--- src/rtl/mcyc_pkg.sv ---
package mcyc_pkg;

  localparam int SEL_W = 2;

  typedef enum logic [3:0] {
    S_FETCH, S_DECODE, S_ADDR, S_MRD, S_MWR,
    S_LDWB, S_REXE, S_RWB, S_BEQ, S_JMP
  } state_e;

  typedef enum logic [2:0] {
    C_RTYPE, C_LOAD, C_STORE, C_BRANCH, C_JUMP, C_OTHER
  } class_e;

  localparam int N_CLASS = 5;

  localparam logic [SEL_W-1:0] B_REG  = 2'd0;
  localparam logic [SEL_W-1:0] B_FOUR = 2'd1;
  localparam logic [SEL_W-1:0] B_IMM  = 2'd2;
  localparam logic [SEL_W-1:0] B_IMM4 = 2'd3;

  localparam logic [SEL_W-1:0] FN_ADD   = 2'd0;
  localparam logic [SEL_W-1:0] FN_SUB   = 2'd1;
  localparam logic [SEL_W-1:0] FN_FUNCT = 2'd2;

  localparam logic [SEL_W-1:0] PC_ALU    = 2'd0;
  localparam logic [SEL_W-1:0] PC_ALUOUT = 2'd1;
  localparam logic [SEL_W-1:0] PC_JUMP   = 2'd2;

  typedef struct packed {
    logic             addr_alu;
    logic             mrd;
    logic             mwr;
    logic             irld;
    logic             dst_rd;
    logic             rfwr;
    logic             wd_mem;
    logic             a_reg;
    logic [SEL_W-1:0] b_sel;
    logic [SEL_W-1:0] fn;
    logic [SEL_W-1:0] pcsrc;
    logic             pcld;
    logic             pcld_eq;
  } ctl_t;

endpackage

--- src/rtl/mcyc_opclass.sv ---
module mcyc_opclass
  import mcyc_pkg::*;
#(
  parameter int               OPW    = 6,
  parameter logic [OPW-1:0]   OP_R   = 6'b000000,
  parameter logic [OPW-1:0]   OP_LD  = 6'b100011,
  parameter logic [OPW-1:0]   OP_ST  = 6'b101011,
  parameter logic [OPW-1:0]   OP_BEQ = 6'b000100,
  parameter logic [OPW-1:0]   OP_J   = 6'b000010
) (
  input  logic [OPW-1:0] opcode,
  output class_e         cls
);

  localparam logic [OPW-1:0] CODES [N_CLASS] = '{OP_R, OP_LD, OP_ST, OP_BEQ, OP_J};
  localparam class_e         KINDS [N_CLASS] = '{C_RTYPE, C_LOAD, C_STORE, C_BRANCH, C_JUMP};

  logic [N_CLASS-1:0] hit;

  generate
    for (genvar i = 0; i < N_CLASS; i++) begin : g_match
      assign hit[i] = (opcode == CODES[i]);
    end
  endgenerate

  always_comb begin
    cls = C_OTHER;
    for (int i = N_CLASS - 1; i >= 0; i--) begin
      if (hit[i]) cls = KINDS[i];
    end
  end

endmodule

--- src/rtl/mcyc_next.sv ---
module mcyc_next
  import mcyc_pkg::*;
(
  input  state_e st,
  input  class_e live_cls,
  input  class_e held_cls,
  output state_e nxt
);

  always_comb begin
    nxt = S_FETCH;
    unique case (st)
      S_FETCH:  nxt = S_DECODE;
      S_DECODE: begin
        unique case (live_cls)
          C_RTYPE:          nxt = S_REXE;
          C_LOAD, C_STORE:  nxt = S_ADDR;
          C_BRANCH:         nxt = S_BEQ;
          C_JUMP:           nxt = S_JMP;
          default:          nxt = S_FETCH;
        endcase
      end
      S_ADDR:   nxt = (held_cls == C_LOAD) ? S_MRD : S_MWR;
      S_MRD:    nxt = S_LDWB;
      S_REXE:   nxt = S_RWB;
      default:  nxt = S_FETCH;
    endcase
  end

endmodule

--- src/rtl/mcyc_decode.sv ---
module mcyc_decode
  import mcyc_pkg::*;
(
  input  state_e st,
  output ctl_t   c
);

  always_comb begin
    c = '0;
    unique case (st)
      S_FETCH: begin
        c.mrd   = 1'b1;
        c.irld  = 1'b1;
        c.pcld  = 1'b1;
        c.b_sel = B_FOUR;
        c.fn    = FN_ADD;
        c.pcsrc = PC_ALU;
      end
      S_DECODE: begin
        c.b_sel = B_IMM4;
        c.fn    = FN_ADD;
      end
      S_ADDR: begin
        c.a_reg = 1'b1;
        c.b_sel = B_IMM;
        c.fn    = FN_ADD;
      end
      S_MRD: begin
        c.mrd      = 1'b1;
        c.addr_alu = 1'b1;
      end
      S_MWR: begin
        c.mwr      = 1'b1;
        c.addr_alu = 1'b1;
      end
      S_LDWB: begin
        c.rfwr   = 1'b1;
        c.wd_mem = 1'b1;
      end
      S_REXE: begin
        c.a_reg = 1'b1;
        c.b_sel = B_REG;
        c.fn    = FN_FUNCT;
      end
      S_RWB: begin
        c.rfwr   = 1'b1;
        c.dst_rd = 1'b1;
      end
      S_BEQ: begin
        c.a_reg   = 1'b1;
        c.b_sel   = B_REG;
        c.fn      = FN_SUB;
        c.pcsrc   = PC_ALUOUT;
        c.pcld_eq = 1'b1;
      end
      S_JMP: begin
        c.pcld  = 1'b1;
        c.pcsrc = PC_JUMP;
      end
      default: c = '0;
    endcase
  end

endmodule

--- src/rtl/mcyc_ctrl.sv ---
module mcyc_ctrl
  import mcyc_pkg::*;
#(
  parameter int             OPW    = 6,
  parameter logic [OPW-1:0] OP_R   = 6'b000000,
  parameter logic [OPW-1:0] OP_LD  = 6'b100011,
  parameter logic [OPW-1:0] OP_ST  = 6'b101011,
  parameter logic [OPW-1:0] OP_BEQ = 6'b000100,
  parameter logic [OPW-1:0] OP_J   = 6'b000010
) (
  input  logic             clk,
  input  logic             rst,
  input  logic [OPW-1:0]   opcode,
  output logic             addr_from_alu,
  output logic             mem_rd_en,
  output logic             mem_wr_en,
  output logic             ir_load,
  output logic             dst_is_rd,
  output logic             rf_wr_en,
  output logic             wdata_from_mem,
  output logic             alu_a_reg,
  output logic [SEL_W-1:0] alu_b_sel,
  output logic [SEL_W-1:0] alu_fn,
  output logic [SEL_W-1:0] pc_src,
  output logic             pc_load,
  output logic             pc_load_if_eq
);

  state_e state_q, state_nxt, state_d;
  class_e cls_live, cls_q;
  ctl_t   ctl_d, ctl_q;

  mcyc_opclass #(
    .OPW(OPW), .OP_R(OP_R), .OP_LD(OP_LD), .OP_ST(OP_ST),
    .OP_BEQ(OP_BEQ), .OP_J(OP_J)
  ) i_opclass (
    .opcode (opcode),
    .cls    (cls_live)
  );

  mcyc_next i_next (
    .st       (state_q),
    .live_cls (cls_live),
    .held_cls (cls_q),
    .nxt      (state_nxt)
  );

  assign state_d = rst ? S_FETCH : state_nxt;

  mcyc_decode i_decode (
    .st (state_d),
    .c  (ctl_d)
  );

  always_ff @(posedge clk) begin
    if (rst) begin
      state_q <= S_FETCH;
      cls_q   <= C_OTHER;
    end else begin
      state_q <= state_nxt;
      if (state_q == S_DECODE) cls_q <= cls_live;
    end
    ctl_q <= ctl_d;
  end

  assign addr_from_alu  = ctl_q.addr_alu;
  assign mem_rd_en      = ctl_q.mrd;
  assign mem_wr_en      = ctl_q.mwr;
  assign ir_load        = ctl_q.irld;
  assign dst_is_rd      = ctl_q.dst_rd;
  assign rf_wr_en       = ctl_q.rfwr;
  assign wdata_from_mem = ctl_q.wd_mem;
  assign alu_a_reg      = ctl_q.a_reg;
  assign alu_b_sel      = ctl_q.b_sel;
  assign alu_fn         = ctl_q.fn;
  assign pc_src         = ctl_q.pcsrc;
  assign pc_load        = ctl_q.pcld;
  assign pc_load_if_eq  = ctl_q.pcld_eq;

endmodule

--- config.mk ---
export PLATFORM = sky130hd
export DESIGN_NAME = mcyc_ctrl
export DESIGN_NICKNAME = d
export VERILOG_FILES = /design/src/rtl/mcyc_pkg.sv /design/src/rtl/mcyc_opclass.sv /design/src/rtl/mcyc_next.sv /design/src/rtl/mcyc_decode.sv /design/src/rtl/mcyc_ctrl.sv
export SDC_FILE = /design/constraint.sdc
export NUM_CORES = 1
export LEC_CHECK = 0
export ABC_CLOCK_PERIOD_IN_PS = 2950
export BUFFER_PORTS_ARGS = -buffer_cell sky130_fd_sc_hd__buf_4
export CAP_MARGIN = 10
export CELL_PAD_IN_SITES_DETAIL_PLACEMENT = 0
export CELL_PAD_IN_SITES_GLOBAL_PLACEMENT = 1
export CORE_ASPECT_RATIO = 0.6
export CORE_MARGIN = 4
export CORE_UTILIZATION = 39
export CTS_CLUSTER_DIAMETER = 50
export CTS_CLUSTER_SIZE = 8
export DETAILED_ROUTE_END_ITERATION = 8
export GPL_TIMING_DRIVEN = 1
export HOLD_SLACK_MARGIN = 0.1
export PLACE_DENSITY_LB_ADDON = 0.1
export SLEW_MARGIN = 20
export SYNTH_ARGS = -nofsm -noshare
export SYNTH_HDL_FRONTEND = slang
export SYNTH_HIERARCHICAL = 1
export SYNTH_SLANG_ARGS = --single-unit
--- constraint.sdc ---
create_clock -name clk -period 2.95 [get_ports clk]
set_input_delay 0.1475 -clock clk [delete_from_list [all_inputs] [get_ports clk]]
set_output_delay 0.1475 -clock clk [all_outputs]
set_load 0.01 [all_outputs]
**Yosys cells after proc, flatten, opt, wreduce, memory -nomap -nowiden**

Cells that the tools add are included.

- Eq/ne operators: 22
- Mux-type cells: 21
- Reduce and logical (&&, ||, !) cells: 10

Operators with widths:

| kind | count |
|---|---|
| 4-bit case mux with 5 select lines | 2 |
| 4-bit by 3-bit == test with 1-bit output, second input constant | 5 |
| 4-bit by 2-bit == test with 1-bit output, second input constant | 4 |
| 4-bit case mux with 4 select lines | 1 |
| 3-bit 2-to-1 mux | 5 |
| 6-bit == test, second input constant | 2 |
| 1-bit 2-to-1 mux | 11 |
| 2-bit OR reduction | 5 |
| 4-bit by 1-bit == test with 1-bit output, second input constant | 2 |
| 4-bit == test, second input constant | 2 |
| 4-bit logical NOT | 2 |
| 3-bit by 1-bit == test with 1-bit output, second input constant | 2 |
| 3-bit by 2-bit == test with 1-bit output, second input constant | 2 |
| 6-bit by 2-bit == test with 1-bit output, second input constant | 1 |
| 6-bit by 3-bit == test with 1-bit output, second input constant | 1 |
| 6-bit logical NOT | 1 |
| 4-bit 2-to-1 mux | 1 |
| 2-bit case mux with 2 select lines | 1 |
| 3-bit == test, second input constant | 1 |
| 3-bit logical NOT | 1 |
| 3-bit OR reduction | 1 |

- Register bits: 23
- Input bits: 8
- Output and inout port bits: 16
- Logic and storage cells: 68

**Depth between registers and ports, before layout**

- Depth after elaboration: 14
- Gate-level depth with buffers: 9
- Depth with buffers taken out: 8

**Modules after synthesis**

Netlist, hierarchy kept.

By module, submodules not included:

| module | instances | cells an instance | area an instance (um^2) |
|---|---|---|---|
| mcyc_ctrl | 1 | 38 | 571.8 |
| mcyc_decode | 1 | 25 | 183.9 |
| mcyc_next | 1 | 20 | 132.6 |
| mcyc_opclass | 1 | 9 | 76.3 |

**Worst setup path before layout**

Ideal clock, no wire load.

- Path type: in2reg
- Start: input port opcode[5]
- End: register ctl_q, in the netlist dst_is_rd
- Data arrival time: 2.025 ns
- Data required time: 2.835 ns
- Setup slack: 0.810 ns
- Cell stages on the path: 8
- Path buffers: 1
- Cells stage by stage: or4_4 > o32ai_2 > nor2_1 > a221o_1 > nor2b_1 > buf_2 > and3b_1 > and2_1

RTL lines:

| what | line | text |
|---|---|---|
| start: declaration | mcyc_ctrl.sv:13 | `input logic [OPW-1:0] opcode,` |
| end signal: assignment | mcyc_ctrl.sv:63 | `ctl_q <= ctl_d;` |
| end: declaration | mcyc_ctrl.sv:31 | `ctl_t ctl_d, ctl_q;` |

==> results_dict.tcl <==
set metrics [dict create \
    grt_usage_pct 12.2 \
    setup_viol_count_final 0 \
    critPathKind "flop to flop" \
    area_growth_pct 25.6 \
    ant_nets 0 \
    yosysMostFrequentCell "dfxtp_1" \
    cp_data_required_time_ns 3.16 \
    vias_per_cell 4.95 \
    grt_pass1_vias 641 \
    synth_top_area_share_pct 47.7 \
    final_util_pct 53.6 \
    grt_max_degree 16 \
    worst-slew-pin-transition_ns 0.817 \
    coreArea_um2 2260 \
    synth_edf_count 0 \
    skew_ns 0.00589 \
    crit_path_max_fanout 13 \
    largest_reg_flops 4 \
    rows 13 \
    post_cts_buffers 0 \
    initial_core_util_pct 42.7 \
    drc_errors 0 \
    peakVddDrop_mv 0.215 \
    antenna_found_initial 0 \
    worstPathCellList "or4b_4 -> nor2_2 -> a221o_1 -> nor2b_1 -> nor4b_2 -> a31o_1" \
    drive_above_1_share_pct 31.6 \
    dr.pass1.iters 4 \
    p_per_area_nw_per_um2 478 \
    final_max_slew_viol_count 0 \
    ctsHtreeMaxLevel 1 \
    boundaryPins 24 \
    placed_cell_area_um2 1170 \
    syn_avg_cell_area_um2 10.5 \
    cts.repair.resized 0 \
    cts.sinks 23 \
    fmax_mhz 416 \
    fin_crit_sh_pct 81.5 \
    grt-ovfl-total 0 \
    tns_ns 0 \
    rsz0062_at_grt "false" \
    synthFlopType "dfxtp_1" \
    totalWireLength_um 1900 \
    outcome "finished clean" \
    synthArstFlopShare_pct 0 \
    drtIter0Drc 20 \
    ys_seq_area_share_pct 47.7 \
    crit_arrival_ns 2.61 \
    hold_path.class "input port to flop" \
    gp_congestion 0.771 \
    grt_pass1_wl_um 3010 \
    hold_violations 0 \
    finalCriticalPeriod_ns 2.40 \
    cpLargestDelayFamily "simple AND/OR/NAND/NOR gates" \
    wire_per_inst_um 12.9 \
    dieArea_um2 3360 \
    cts_buffer_depth 2 \
    vias 728 \
    top_register "state_q" \
    biggestRegsByFlops "state_q (4), cls_q (3)" \
    syn_area_um2 965 \
    end_kind "flop" \
    cp_slowest_cell "nor2b_1" \
    syn_nets 100 \
    die_w_um 72.2 \
    dp_slack_ns 0.398 \
    yosys_warnings 6 \
    p_leak_nw 0.500 \
    diodes 0 \
    synth.largest_area_cell "dfxtp_1" \
    fin_nets 126 \
    ctsHoldBuffers 0 \
    clk_latency_ns 0.26 \
    synth_common_cells "dfxtp_1, nor2_1, nand2b_1, nor3_1" \
    drv_cap 0 \
    ys_ff_latch 23 \
    synthTopCellsByArea "dfxtp_1, nor2_1, nand2b_1" \
    crit_path_start_kind "flop" \
    slew_headroom_pct 45.4 \
    power_w 0.000578 \
    fin_area_um2 1210 \
    slowest_delay_ns 0.65 \
    dieHeight_um 46.5 \
    synth_cells 92 \
    clk_pin_slew_ns 0.08 \
    setup_ws_ns 0.545 \
    cts_tree "done" \
    post-dp-hpwl_um 1460 \
    ys_types 38 \
    path_buf_inv 0 \
    root_buffer "clkbuf_8" \
    numCtsBuffers 3 \
    port_buffers 23 \
]
==> metrics by stage <==
stage	hold WS, ns	std cells
global route	0.271	147
floorplan	0.412	92
finish	0.227	147
detailed placement	0.470	143
global placement	0.465	143
CTS	0.222	147
==> placed cells by master (no fill, tap or decap), types with 2 or more instances in the layout <==
cell / instances
nor2_1: 10
and2_1: 2
mux2i_1: 3
nor3_1: 5
a21o_1: 2
nand2b_1: 5
dfxtp_1: 23
xnor2_1: 2
nor4b_2: 2
nor2b_1: 4
buf_4: 26
nand2_1: 2
a21oi_1: 2
nor4b_1: 2
clkbuf_8: 3
==> final cells by class <==
cell class / instances / area [um^2]
timing repair buffer: 26 / 195
tap: 30 / 37.5
sequential: 23 / 460
fill: 205 / 1050
multi-input combinational: 63 / 469
inverter: 1 / 3.75
clock buffer: 4 / 45.0
==> path summary, 6_finish.rpt <==
path                                 start             to  slack [ns]  cells past startpoint
worst max-delay path            state_q[0]  addr_from_alu        0.55                      6
worst min-delay path                   rst       cls_q[0]        0.23                      3
worst max register to register  state_q[0]  addr_from_alu        0.55                      6
worst min register to register    cls_q[1]       cls_q[1]        0.49                      2
==> worst register-to-register path: stages (launching register included) <==
cell	delay (ns)
dfxtp_1	0.44
or4b_4	0.52
nor2_2	0.09
a221o_1	0.13
nor2b_1	0.65
nor4b_2	0.37
a31o_1	0.15
==> where the power goes <==
part	internal [W]	switching [W]	leakage (nW)
Clock	0.0000962	0.0000952	0.0228
Sequential	0.000319	0.00000452	0.187
Combinational	0.0000336	0.0000298	0.290
Total	0.000449	0.000130	0.500
==> kinds of logic (layout without fill, tap and decap cells) <==
group,after synthesis,count (layout),synth area share [%]
AO/OA/AOI/OAI,11,11,9.86
multiplexers,3,3,3.11
flip-flops,23,23,47.7
AND/OR/NAND/NOR,46,46,32.9
buffers and inverters,6,31,3.63
XOR/XNOR,3,3,2.72
==> routing by layer <==
metal / share of wire [%] / vias up / GRT usage, %
met5: 0 / - / 0
met4: 0.42 / 0 / 3.37
met3: 9.0 / 2 / 6.32
met2: 41 / 20 / 17.7
met1: 49 / 329 / 15.7
li1: - / 377 / -
Note: power is estimated with default switching activity, not from simulation.
